<file path="config.mk">
export PLATFORM = sky130hd
export DESIGN_NAME = sw_load_unit
export DESIGN_NICKNAME = d
export VERILOG_FILES = /design/src/rtl/slu_pkg.sv /design/src/rtl/slu_decode.sv /design/src/rtl/slu_agen.sv /design/src/rtl/sw_load_unit.sv
export SDC_FILE = /design/constraint.sdc
export NUM_CORES = 1
export LEC_CHECK = 0
export BUFFER_PORTS_ARGS = -buffer_cell sky130_fd_sc_hd__buf_4
export CORE_AREA = 2 2 162 164
export DETAILED_ROUTE_END_ITERATION = 12
export DIE_AREA = 0 0 164 166
export PLACE_DENSITY = 0.87
export SLEW_MARGIN = 20
export SYNTH_ARGS = -nofsm -noshare
export SYNTH_HDL_FRONTEND = slang
export SYNTH_SLANG_ARGS = --single-unit
</file>
<file path="constraint.sdc">
create_clock -name clk -period 11.3 [get_ports clk]
set_input_delay 0.565 -clock clk [delete_from_list [all_inputs] [get_ports clk]]
set_output_delay 0.565 -clock clk [all_outputs]
set_load 0.02 [all_outputs]
</file>
<file path="src/rtl/slu_pkg.sv">
// Package: shared types for the signed-word load executor.
// Assumes a 32-bit instruction word and 5-bit register indices.
package slu_pkg;

    typedef enum logic [1:0] {
        OVL_SUPPRESS,
        OVL_UNKNOWN,
        OVL_UNDEF,
        OVL_NOP
    } ovl_policy_e;

    typedef enum logic [1:0] {
        FORM_NONE,
        FORM_POST,
        FORM_PRE,
        FORM_UOFF
    } form_e;

    typedef struct packed {
        form_e       form;
        logic [8:0]  disp9;
        logic [11:0] disp12;
        logic [4:0]  rn;
        logic [4:0]  rt;
    } dec_t;

    localparam logic [4:0] IDX_SP_ZR = 5'd31;

endpackage

</file>
<file path="src/rtl/slu_decode.sv">
// Module: slu_decode
// Classifies an instruction word into one of the three load variants
// (or none) and extracts its fields. Purely combinational.
module slu_decode
    import slu_pkg::*;
(
    input  logic [31:0] insn,
    output dec_t        dec
);

    // Match fixed opcode bits and slice the operand fields.
    always_comb begin
        dec.disp9  = insn[20:12];
        dec.disp12 = insn[21:10];
        dec.rn     = insn[9:5];
        dec.rt     = insn[4:0];
        dec.form   = FORM_NONE;
        if (insn[31:22] == 10'b1011100110)
            dec.form = FORM_UOFF;
        else if (insn[31:21] == 11'b10111000100 && insn[11:10] == 2'b01)
            dec.form = FORM_POST;
        else if (insn[31:21] == 11'b10111000100 && insn[11:10] == 2'b11)
            dec.form = FORM_PRE;
    end

endmodule

</file>
<file path="src/rtl/slu_agen.sv">
// Module: slu_agen
// Forms the displacement, the memory address and the base update value.
// Assumes XLEN >= 32. Purely combinational.
module slu_agen
    import slu_pkg::*;
#(
    parameter int XLEN = 64
) (
    input  form_e            form,
    input  logic [8:0]       disp9,
    input  logic [11:0]      disp12,
    input  logic [XLEN-1:0]  base,
    output logic [XLEN-1:0]  mem_addr,
    output logic [XLEN-1:0]  upd_addr,
    output logic             upd_en
);

    localparam int S9_PAD  = XLEN - 9;
    localparam int U12_PAD = XLEN - 14;

    logic [XLEN-1:0] disp;
    logic [XLEN-1:0] sum;

    // Pick signed 9-bit or scaled unsigned 12-bit displacement.
    always_comb begin
        if (form == FORM_UOFF)
            disp = {{U12_PAD{1'b0}}, disp12, 2'b00};
        else
            disp = {{S9_PAD{disp9[8]}}, disp9};
    end

    assign sum = base + disp;

    // Post-update reads at the raw base; the others read at the sum.
    always_comb begin
        mem_addr = (form == FORM_POST) ? base : sum;
        upd_addr = sum;
        upd_en   = (form == FORM_POST) || (form == FORM_PRE);
    end

endmodule

</file>
<file path="src/rtl/sw_load_unit.sv">
// Module: sw_load_unit (top)
// Executes one signed-word load: accept, decode, check, issue a 4-byte
// read, then write destination and base on the response cycle.
// Assumes gpr_rdata is a combinational read of gpr_raddr and that
// sp_value is stable while an instruction is offered.
module sw_load_unit
    import slu_pkg::*;
#(
    parameter int               XLEN       = 64,
    parameter int               SP_ALIGN_W = 4,
    parameter ovl_policy_e      OVL_POLICY = OVL_SUPPRESS,
    parameter logic [XLEN-1:0]  WB_JUNK    = {XLEN{1'b1}}
) (
    input  logic             clk,
    input  logic             rst_n,
    input  logic             in_valid,
    output logic             in_ready,
    input  logic [31:0]      in_insn,
    output logic [4:0]       gpr_raddr,
    input  logic [XLEN-1:0]  gpr_rdata,
    input  logic [XLEN-1:0]  sp_value,
    output logic             mem_req_valid,
    input  logic             mem_req_ready,
    output logic [XLEN-1:0]  mem_req_addr,
    input  logic             mem_rsp_valid,
    output logic             mem_rsp_ready,
    input  logic [31:0]      mem_rsp_data,
    output logic             dst_we,
    output logic [4:0]       dst_idx,
    output logic [XLEN-1:0]  dst_data,
    output logic             base_we,
    output logic             base_to_sp,
    output logic [4:0]       base_idx,
    output logic [XLEN-1:0]  base_data,
    output logic             undef_o,
    output logic             align_fault_o
);

    localparam int SEXT_W = XLEN - 32;

    typedef enum logic [1:0] {ST_IDLE, ST_REQ, ST_RSP} state_e;

    state_e          state_q;
    dec_t            dec;
    logic [XLEN-1:0] base_val;
    logic [XLEN-1:0] agen_mem;
    logic [XLEN-1:0] agen_upd;
    logic            agen_upd_en;
    logic            accept;
    logic            overlap;
    logic            is_undef;
    logic            is_nop;
    logic            misalign;
    logic            go_load;
    logic            rsp_fire;

    logic [XLEN-1:0] addr_q;
    logic [XLEN-1:0] upd_q;
    logic [4:0]      rt_q;
    logic [4:0]      rn_q;
    logic            upd_en_q;
    logic            upd_sp_q;

    slu_decode u_decode (
        .insn (in_insn),
        .dec  (dec)
    );

    slu_agen #(.XLEN(XLEN)) u_agen (
        .form     (dec.form),
        .disp9    (dec.disp9),
        .disp12   (dec.disp12),
        .base     (base_val),
        .mem_addr (agen_mem),
        .upd_addr (agen_upd),
        .upd_en   (agen_upd_en)
    );

    assign gpr_raddr = dec.rn;
    assign base_val  = (dec.rn == IDX_SP_ZR) ? sp_value : gpr_rdata;
    assign in_ready  = (state_q == ST_IDLE);
    assign accept    = in_valid && in_ready;

    // Classify the offered instruction: undefined, no-op, fault or load.
    always_comb begin
        overlap  = agen_upd_en && (dec.rn == dec.rt) && (dec.rn != IDX_SP_ZR);
        is_undef = (dec.form == FORM_NONE) || (overlap && OVL_POLICY == OVL_UNDEF);
        is_nop   = overlap && (OVL_POLICY == OVL_NOP);
        misalign = (dec.rn == IDX_SP_ZR) && (|sp_value[SP_ALIGN_W-1:0]);
        go_load  = !is_undef && !is_nop && !misalign;
    end

    // Sequence the request and response phases.
    always_ff @(posedge clk) begin
        if (!rst_n) begin
            state_q <= ST_IDLE;
        end else begin
            case (state_q)
                ST_IDLE: if (accept && go_load) state_q <= ST_REQ;
                ST_REQ:  if (mem_req_ready)     state_q <= ST_RSP;
                ST_RSP:  if (mem_rsp_valid)     state_q <= ST_IDLE;
                default:                        state_q <= ST_IDLE;
            endcase
        end
    end

    // Latch the address, indices and base update on acceptance.
    always_ff @(posedge clk) begin
        if (!rst_n) begin
            addr_q   <= '0;
            upd_q    <= '0;
            rt_q     <= '0;
            rn_q     <= '0;
            upd_en_q <= 1'b0;
            upd_sp_q <= 1'b0;
        end else if (accept) begin
            addr_q   <= agen_mem;
            upd_q    <= (overlap && OVL_POLICY == OVL_UNKNOWN) ? WB_JUNK : agen_upd;
            rt_q     <= dec.rt;
            rn_q     <= dec.rn;
            upd_en_q <= agen_upd_en && !(overlap && OVL_POLICY == OVL_SUPPRESS);
            upd_sp_q <= (dec.rn == IDX_SP_ZR);
        end
    end

    // One-cycle exception pulses following acceptance.
    always_ff @(posedge clk) begin
        if (!rst_n) begin
            undef_o       <= 1'b0;
            align_fault_o <= 1'b0;
        end else begin
            undef_o       <= accept && is_undef;
            align_fault_o <= accept && !is_undef && !is_nop && misalign;
        end
    end

    assign mem_req_valid = (state_q == ST_REQ);
    assign mem_req_addr  = addr_q;
    assign mem_rsp_ready = (state_q == ST_RSP);
    assign rsp_fire      = mem_rsp_ready && mem_rsp_valid;

    assign dst_we     = rsp_fire && (rt_q != IDX_SP_ZR);
    assign dst_idx    = rt_q;
    assign dst_data   = {{SEXT_W{mem_rsp_data[31]}}, mem_rsp_data};
    assign base_we    = rsp_fire && upd_en_q;
    assign base_to_sp = upd_sp_q;
    assign base_idx   = rn_q;
    assign base_data  = upd_q;

endmodule

</file>
## After elaboration in Yosys (flattened, before gate mapping)

Index checks and enable logic that the tools add are counted.

| storage, ports and cells | value |
|---|---|
| logic and storage cells | 59 |
| output and inout port bits | 215 |
| input bits | 197 |
| register bits after elaboration | 144 |

| operators by class | value |
|---|---|
| eq/ne operators | 16 |
| reduce and logical (&&, ||, !) cells | 23 |
| $add $sub $neg | 1 |
| muxes and demuxes | 10 |

Operators with widths:

| kind | count |
|---|---|
| 2-to-1 mux 64 bit | 3 |
| adder 64 bit | 1 |
| logical AND 1 bit | 15 |
| 2-to-1 mux 2 bit | 6 |
| == test 11 bit, second input constant | 1 |
| == test 10 bit, second input constant | 1 |
| != test 5 bit, second input constant | 2 |
| == test 2 bit, second input constant | 4 |
| == test 2 x 1 -> 1 bit, second input constant | 3 |
| one-hot mux 2 bit (3 select lines) | 1 |
| == test 5 bit | 1 |
| == test 5 bit, second input constant | 1 |
| zero test 2 bit | 2 |
| != test 2 x 1 -> 1 bit, second input constant | 2 |
| OR reduction 4 bit | 1 |
| zero test 1 bit | 3 |
| AND reduction 3 bit | 1 |
| != test 2 bit, second input constant | 1 |
| logical OR 1 bit | 1 |

## Logic depth before layout (Yosys ltp)

Gate-level depths: netlist of run 1.

| logic depth | value |
|---|---|
| depth after elaboration | 11 |
| depth in mapped cells | 24 |

## Hierarchy

A second synthesis of run 1 with hierarchy kept.

| unflattened totals | value |
|---|---|
| cell total of the unflattened synthesis | 1676 |
| area, all modules | 12817.3 um2 |

By module, submodules not included:

| module | area an instance (um2) | instances | seq. area each (um2) | cells each |
|---|---|---|---|---|
| sw_load_unit | 6771.5 | 1 | 2882.8 | 774 |
| slu_agen | 5739.3 | 1 | 0.0 | 863 |
| slu_decode | 306.5 | 1 | 0.0 | 39 |

## Worst setup path before layout of run 1

Ideal clock, no wire load.

| timing | value |
|---|---|
| path kind | in2reg |
| from | input in_insn[22] |
| to | register addr_q[63] (netlist: mem_req_addr[63]) |
| data arrival time | 5751 ps |
| path buffers | 4 |
| required time | 11164 ps |
| stages | 19 |
| setup slack | 5413 ps |
| library setup time | 136 ps |
| cells stage by stage | nand4bb_4 > o31ai_4 > inv_2 > clkbuf_1 > buf_2 > clkbuf_1 > clkbuf_1 > ha_1 > a41oi_1 > o21ai_0 > nor4_1 > o21ai_0 > a221o_1 > a2111oi_2 > nor4b_1 > or3_4 > a211oi_2 > mux2i_1 > o311ai_1 |

| on the way | value |
|---|---|
| longest elaborated chain between the ends | 9 |
| elaborated cells between the ends (all ways) | 12 |
| those cells by class | add/sub (1); eq/ne (4); mux (5); reduce/logical (2) |

Ends and longest elaborated chain:

| item | RTL line | text |
|---|---|---|
| start, declared | sw_load_unit.sv:18 | `input logic [31:0] in_insn,` |
| == test 11 bit | slu_decode.sv:20, slu_decode.sv:22 |  |
| logical AND 1 bit | slu_decode.sv:22 | `else if (insn[31:21] == 11'b10111000100 && insn[11:10] == 2'b11)` |
| 2-to-1 mux 2 bit | slu_decode.sv:22 |  |
| 2-to-1 mux 2 bit | slu_decode.sv:20 | `else if (insn[31:21] == 11'b10111000100 && insn[11:10] == 2'b01)` |
| 2-to-1 mux 2 bit (*) | slu_decode.sv:18 | `if (insn[31:22] == 10'b1011100110)` |
| == test 2 bit | slu_agen.sv:26 | `if (form == FORM_UOFF)` |
| 2-to-1 mux 64 bit | slu_agen.sv:26 |  |
| adder 64 bit | slu_agen.sv:32 | `assign sum = base + disp;` |
| 2-to-1 mux 64 bit (*) | slu_agen.sv:36 | `mem_addr = (form == FORM_POST) ? base : sum;` |
| end signal, assigned | sw_load_unit.sv:117 | `addr_q <= agen_mem;` |
| end, declared | sw_load_unit.sv:57 | `logic [XLEN-1:0] addr_q;` |

Every way passes the cells marked *; elsewhere a longest branch is shown, timed or not.
A chain may end at the register's enable or synchronous reset.

## Worst setup path after layout of run 1

| timing | value |
|---|---|
| from | input in_insn[8] |
| to | register addr_q[63] (netlist: mem_req_addr[63]) |

| on the way | value |
|---|---|
| longest elaborated chain between the ends | 4 |

Ends and longest elaborated chain:

| item | RTL line | text |
|---|---|---|
| == test 5 bit (*) | sw_load_unit.sv:80 | `assign base_val = (dec.rn == IDX_SP_ZR) ? sp_value : gpr_rdata;` |
| 2-to-1 mux 64 bit (*) | sw_load_unit.sv:80 |  |
| adder 64 bit | slu_agen.sv:32 |  |
| 2-to-1 mux 64 bit (*) | slu_agen.sv:36 |  |

Marks and branches as above.

==> summary.txt, run 1 <==
Die
  – Core ar.: 0.0256 mm2
  – Number of placement rows: 59
  – Io pins: 412
  – Width of the die: 164 um
  – Die Height: 166 um
  – Initial Utilization: 46.0%
  – Die Area: 0.0272 mm2

CTS
  – CTS Buffer Depth: 2
  – CTS tree: done
  – TritonCTS buffer count: 17
  – Post_cts resized: 0
  – TritonCTS Sinks: 144
  – Hold-fix buffers, CTS: 0
  – Post-CTS Setup Bufs: 0
  – H-tree depth: 4
  – Clock Latency Late Sink: 0.43 ns
  – Clock root buffer: clkbuf_16
  – Reg clk slew, reported paths: 0.07 ns

Synth
  – Sequential area share after synthesis: 24.5%
  – Post-synth top area share: 24.5%
  – EDFF count, synth: 0
  – Post-synth top flop: dfxtp_1
  – Post-synth top area cell: dfxtp_1
  – Area contributors post-synth: dfxtp_1 (24%), nand2_1 (10%), a21oi_1 (6.8%)
  – Synth Cell Area: 0.0118 mm2
  – Async S/R FF share, synth: 0%
  – Synth Instances: 1657
  – Flops & latches, synth: 144
  – Netlist cell types: 89
  – Yosys warning total: 0
  – Syn_nets: 1900
  – Syn avg cell area: 7.11 um2

Power and ir drop
  – Peak supply drop: 0.0830 mV
  – Power share of the sequential group: 32.0%
  – Net Sw Frac: 37.5%
  – P_leak: 6.49 nW
  – Int Power: 0.00115 W
  – Clock power share: 33.9%
  – Switch Pwr: 0.000688 W
  – Total power: 0.00184 W
  – Combinational share of power: 34.1%
  – Pwr per Cell Area: 128 mW/mm2

Drt
  – Routed Antenna Nets: 0
  – DR pass1 iterations: 7
  – WL final: 44000 um
  – DR vias: 13000
  – Via/cell ratio: 5.99
  – Detailed-route DRC error count: 0
  – Iter 0 DRT Violations: 1468
  – Routed wire length per instance: 20.2 um

Worst setup path
  – Endpoint class of the critical path: register
  – R2R setup slack: 8.58 ns
  – Worst path required time: 11.59 ns
  – CP max-delay cell: nand4_1
  – Worst setup path start: in_insn[8]
  – Largest stage delay, worst path: 0.63 ns
  – CP Launch Type: primary input
  – Critical Path AT: 6.00 ns
  – CP cell instances: buf_4 -> nand4_1 -> nor2_4 -> buf_4 -> nand2_1 -> nand2_1 -> ha_1 -> a21oi_1 -> nand2_1 -> o2111a_1 -> nor4_1 -> o21ai_0 -> a221o_1 -> a2111oi_2 -> nor4b_1 -> or3_4 -> a211oi_2 -> mux2i_1 -> o311ai_1
  – Reg2Reg Launch Point: state_q[1]
  – Most Frequent Cell on Critical Path: nand2_1
  – Worst Path Max Fanout: 48
  – Setup CP Type: in2reg

Final layout
  – Share of layout cells above drive strength 1: 22.1%
  – Design area: 0.0144 mm2
  – Most frequent cells in the layout: buf_4 (329), nand2_1 (324), a21oi_1 (161), dfxtp_1 (144), nor2_1 (127)
  – Fillers: 2408
  – Nets: 2072
  – Ant diodes: 0
  – Synthesis-to-layout area growth: 22.0%
  – Most common cell after layout, fill and taps aside: buf_4

Place
  – DP HPWL: 32500 um
  – DP Worst Slack: 5.36 ns
  – Placer Congestion: 0.974
  – DP Area: 0.0137 mm2
  – Number of port buffers: 315

STA
  – Setup TNS Final: 0 ns
  – Final min period: 5.71 ns
  – Fin crit share: 50.5%
  – Fmax: 175 MHz
  – Worst-case clock skew: 0.00842 ns
  – RSZ-0062 raised after global routing: false
  – Slew @ Worst Pin: 1.01 ns
  – Final WS setup: 5.59 ns
  – Rel. slew slack: 32.0%
  – Hold Vio Cnt, Final: 0
  – Slew Limit Fails: 0
  – Setup violators final: 0

Min path
  – Worst min path class: in2reg
  – Hold_sp: in_insn[3]

Global routing
  – Largest net degree at the start of global routing: 88
  – Total grt overflow: 0
  – Initial antenna violation count: 0
  – Tot GR Track Use: 31.5%
  – Number of global-route vias before repair: 12400
  – First-pass GRT wire length: 68100 um

Flow run
  – Count of maximum capacitance violations: 0

Outcome
  – Outcome: finished, final reports clean
[per-stage QoR]
step                      utilization [%]  hold slack, ns  std cells
after floorplan                         -           0.427       1657
after global placement               53.6           0.435       2145
after detailed placement             53.6           0.449       2145
after CTS                            56.1           0.372       2177
after global routing                 56.1           0.388       2177
final                                56.1           0.388       2177
[final timing paths]
check,depth (start not counted),to
worst max register to register,5,mem_req_addr[44]
worst max-delay path,19,mem_req_addr[63]
worst min register to register,2,base_data[32]
worst min-delay path,3,dst_idx[3]
[metal layers]
layer  vias to the layer above  wire [um]  share of wire, %  GRT usage [%]
li1                       6129          -                 -              -
met1                      6124      17800                40           40.5
met2                       687      21000                48           52.5
met3                       109       3810               8.7           5.62
met4                         0       1400               3.2           11.3
met5                         -          0                 0              0
[state kept, by name, indices dropped and copies added, names as in the netlist]
register and count:
align_fault_o 1, base_data 64, base_idx 5, base_to_sp 1, dst_idx 5, mem_req_addr 64, state_q 2, undef_o 1
upd_en_q 1
[worst max-delay path, delay by kind of cell]
kind                       cells  cell delay [ns]
and+or+nand+nor                8             2.26
AOI/OAI and AO/OA              7             1.97
buffers and inverters          2             0.66
adders and majority gates      1             0.29
muxes                          1             0.23
[cells in the mapped netlist (4+ instances only)]
master,n
mux2i_2,4
or2_2,4
and2_1,15
inv_1,32
nand3_1,63
o22ai_1,4
buf_4,71
o21ai_0,81
xnor2_1,69
a211oi_1,19
nor4_1,11
buf_1,13
mux2_2,7
or4_1,5
a21oi_2,4
o211a_1,4
nor3_1,26
a21oi_1,161
nand4_1,19
nor2b_1,9
buf_6,4
o211ai_1,21
clkbuf_1,77
o21ai_1,7
o31ai_1,10
dfxtp_1,144
a21o_1,20
nand2b_1,7
o21bai_1,11
a31oi_1,27
buf_2,11
o311ai_1,4
nand2_1,325
ha_1,45
a41oi_1,5
mux2i_1,33
nor2_1,128
xor2_1,19
and3_1,29
or3_1,17
and4_1,9
a311oi_1,8
[area by class of cell]
class | count | area, um2 | share of cell area (%)
inverters | 34 | 129 | 0.897
clock inverters | 15 | 220 | 1.53
clock buffers | 17 | 425 | 2.96
well taps | 335 | 419 | 2.92
multi-input cells | 1303 | 7820 | 54.4
flip-flops and latches | 144 | 2880 | 20.1
repair buffers | 329 | 2470 | 17.2
[logic make-up after synthesis]
kind of cell | count (synthesis) | share of synthesized area (%)
adder cells (fa/ha/maj) | 46 | 4.95
XOR/XNOR | 88 | 6.54
flip-flops | 144 | 24.5
AND/OR/NAND/NOR | 685 | 26.6
AO/OA/AOI/OAI | 439 | 24.0
multiplexers | 45 | 4.13
buffers and inverters | 210 | 9.32
[power groups by stage]
stage	Combinational [W]	Clock, W	Sequential [W]
CTS	0.000618	0.000629	0.000587
finish	0.000626	0.000623	0.000588
global placement	0.000609	0	0.000597
global route	0.000675	0.000651	0.000592
floorplan	0.000361	0	0.000649
detailed placement	0.000615	0	0.000598
Power figures use the tool's default switching activity.
==> run 2: changes to the inputs <==
--- a/config.mk
+++ b/config.mk
@@ -5,11 +5,12 @@
 export SDC_FILE = /design/constraint.sdc
 export NUM_CORES = 1
 export LEC_CHECK = 0
+export ABC_AREA = 1
 export BUFFER_PORTS_ARGS = -buffer_cell sky130_fd_sc_hd__buf_4
-export CORE_AREA = 2 2 162 164
+export CORE_MARGIN = 2
+export CORE_UTILIZATION = 53
 export DETAILED_ROUTE_END_ITERATION = 12
-export DIE_AREA = 0 0 164 166
-export PLACE_DENSITY = 0.87
+export PLACE_DENSITY = 0.94
 export SLEW_MARGIN = 20
 export SYNTH_ARGS = -nofsm -noshare
 export SYNTH_HDL_FRONTEND = slang
==> constraint.sdc (replaced) <==
create_clock -name clk -period 5.4 [get_ports clk]
set_input_delay 0.27 -clock clk [delete_from_list [all_inputs] [get_ports clk]]
set_output_delay 0.27 -clock clk [all_outputs]
set_load 0.02 [all_outputs]
==> summary.txt, run 2 <==
Outcome
  – Outcome: finished, final reports clean

Min path
  – Hold_sp: in_insn[4]
  – Worst min path class: in2reg
  – Hold endpoint: dst_idx[4]
  – Hold Path Stages: 3

Die
  – Number of placement rows: 58
  – Core ar.: 0.0251 mm2
  – Io pins: 412
  – Width of the die: 164 um
  – Die Area: 0.0269 mm2
  – Die Height: 164 um
  – Initial Utilization: 53.9%

Worst setup path
  – Cells on worst reg2reg path: 7
  – Critical Path AT: 4.00 ns
  – Endpoint class of the critical path: register
  – Reg2reg end: mem_req_addr[0]
  – Reg2Reg Launch Point: state_q[0]
  – CP max-delay cell: fa_1
  – R2R setup slack: 2.73 ns
  – Setup CP Type: in2reg
  – Most Frequent Cell on Critical Path: nand2_1
  – Worst path required time: 5.71 ns
  – CP Launch Type: primary input
  – Worst Path Max Fanout: 17
  – Largest stage delay, worst path: 0.41 ns
  – CP cell instances: buf_4 -> inv_1 -> nand3_1 -> nor2_1 -> nand2_2 -> inv_1 -> nor2_1 -> ha_1 -> fa_1 -> nand2_1 -> nand2_1 -> o21a_1 -> nand3_1 -> nand3_1 -> nand3_1 -> nand2_1 -> nand2_1 -> nand2_1 -> nand2_1 -> nand3_1 -> nand2_1 -> nand3_1 -> nand2_1 -> a21oi_1

Power and ir drop
  – Total power: 0.00393 W
  – Peak supply drop: 0.187 mV
  – P_leak: 8.74 nW
  – Pwr per Cell Area: 244 mW/mm2

STA
  – Slew @ Worst Pin: 1.01 ns
  – Setup TNS Final: 0 ns
  – Fmax: 271 MHz
  – Final min period: 3.70 ns
  – Slew Limit Fails: 0
  – Setup violators final: 0
  – Hold Vio Cnt, Final: 0
  – Fin crit share: 68.4%
  – Rel. slew slack: 32.7%
  – Worst-case clock skew: 0.0107 ns
  – RSZ-0062 raised after global routing: false

Synth
  – Async S/R FF share, synth: 0%
  – Compound-gate portion of the synthesized area: 15.7%
  – Synth Instances: 2272
  – Syn_nets: 2515
  – Post-synth top area share: 21.3%
  – Count leader, synth: nand2_1
  – Synth Area in Adders: 4.30%
  – Flops & latches, synth: 144
  – EDFF count, synth: 0
  – Post-synth top flop: dfxtp_1
  – Post-synth top area cell: dfxtp_1
  – Synth top cells by count: nand2_1 (708), inv_1 (290), a21oi_1 (162)
  – Synth Cell Area: 0.0135 mm2
  – Yosys warning total: 0
  – Area contributors post-synth: dfxtp_1 (21%), nand2_1 (20%), inv_1 (8.0%)
  – Mux contribution to synthesized area: 0.0739%
  – Synth Area in XOR/XNOR: 2.25%
  – Netlist cell types: 47
  – Post-synthesis simple-gate area fraction: 40.2%
  – Syn avg cell area: 5.96 um2
  – Sequential area share after synthesis: 21.3%
  – Largest family of logic cells by synthesized area: simple AND/OR/NAND/NOR gates

CTS
  – Hold-fix buffers, CTS: 0
  – TritonCTS Sinks: 144
  – CTS tree: done
  – Post-CTS Setup Bufs: 0
  – Reg clk slew, reported paths: 0.08 ns
  – Clock root buffer: clkbuf_16
  – Clock Latency Late Sink: 0.44 ns
  – CTS Buffer Depth: 2
  – TritonCTS buffer count: 17
  – Post_cts resized: 0
  – H-tree depth: 4

Final layout
  – Nets: 2705
  – Fillers: 2360
  – Ant diodes: 0
  – Design area: 0.0161 mm2
  – Register Area: 0.00288 mm2
  – Footprint of the multi-input gates: 0.00849 mm2
  – Synthesis-to-layout area growth: 18.8%
  – Most common cell after layout, fill and taps aside: nand2_1
  – Share of layout cells above drive strength 1: 22.7%
  – Most frequent cells in the layout: nand2_1 (707), buf_4 (326), inv_1 (288), a21oi_1 (162), nand3_1 (154)

Global routing
  – Initial antenna violation count: 0
  – Tot GR Track Use: 37.7%
  – Largest net degree at the start of global routing: 95
  – Number of global-route vias before repair: 14500
  – Total grt overflow: 0
  – First-pass GRT wire length: 78500 um

Drt
  – Detailed-route DRC error count: 0
  – Via/cell ratio: 5.59
  – Routed wire length per instance: 18.4 um
  – Iter 0 DRT Violations: 1417
  – Routed Antenna Nets: 0
  – WL final: 51600 um
  – DR pass1 iterations: 5
  – DR vias: 15700

Flow run
  – Count of maximum capacitance violations: 0

Place
  – Placer Congestion: 0.989
  – Number of port buffers: 315
  – DP Area: 0.0155 mm2
  – DP HPWL: 40500 um
==> run 2: changes by cell type after synthesis, sizes merged, moves of 46 or more <==
cell,change
xnor2,-56
o211ai,+55
nand2,+452
nand3,+119
nor2,+46
inv,+297
==> run 2: how the worst max path moves through the flow <==
| stage | slack [ns] | endpoint | cells past startpoint | start |
|---|---|---|---|---|
| after floorplan | 2.25 | mem_req_addr[59] | 22 | in_insn[26] |
| after global placement | 1.37 | mem_req_addr[41] | 21 | in_insn[26] |
| after detailed placement | 1.34 | mem_req_addr[41] | 21 | in_insn[26] |
| after CTS | 1.79 | mem_req_addr[41] | 21 | in_insn[26] |
| after global routing | 1.43 | mem_req_addr[41] | 21 | in_insn[30] |
| final | 1.70 | mem_req_addr[52] | 24 | in_insn[26] |
==> run 2: where the power goes <==
group          total, W  internal (W)  switching, W
Clock           0.00122      0.000618      0.000602
Combinational   0.00148      0.000534      0.000951
Sequential      0.00122       0.00116     0.0000634
==> run 2: cell type report <==
| cell class | instances | area share [%] |
|---|---|---|
| multi-input cells | 1637 | 52.8 |
| flip-flops and latches | 144 | 17.9 |
| repair buffers | 327 | 15.3 |
| inverters | 335 | 7.83 |
| clock buffers | 18 | 2.67 |
| well taps | 330 | 2.57 |
| clock inverters | 14 | 0.895 |
==> run 2: through the flow <==
| stage | setup slack, ns | hold WS [ns] | instances | utilization (%) |
|---|---|---|---|---|
| after CTS | 1.79 | 0.0967 | 2805 | 64.1 |
| final | 1.70 | 0.103 | 2805 | 64.1 |
| after detailed placement | 1.34 | 0.457 | 2773 | 61.8 |
| after global routing | 1.43 | 0.105 | 2805 | 64.1 |
| after floorplan | 2.25 | 0.419 | 2272 | - |
| after global placement | 1.37 | 0.453 | 2773 | 61.8 |
==> run 2: layer usage <==
| metal | vias to the layer above | global-route usage [%] | part of all wire (%) |
|---|---|---|---|
| li1 | 7583 | - | - |
| met1 | 7169 | 49.0 | 42 |
| met2 | 754 | 62.3 | 46 |
| met3 | 165 | 5.38 | 8.0 |
| met4 | 0 | 16.4 | 4.1 |
| met5 | - | 0 | 0 |
==> run 2: logic make-up (layout without fill, tap and decap cells) <==
group           Yosys count  count (layout)
xor+xnor                 34              34
buf+inv                 491             694
compound gates          362             362
fa+ha+maj                46              46
mux                       1               1
simple gates           1194            1194
flops                   144             144
==> run 2: worst max-delay path: cells and delay by family <==
family / cells / cell delay, ns
simple gates: 17 / 2.34
fa+ha+maj: 2 / 0.62
buf+inv: 3 / 0.51
compound gates: 2 / 0.24
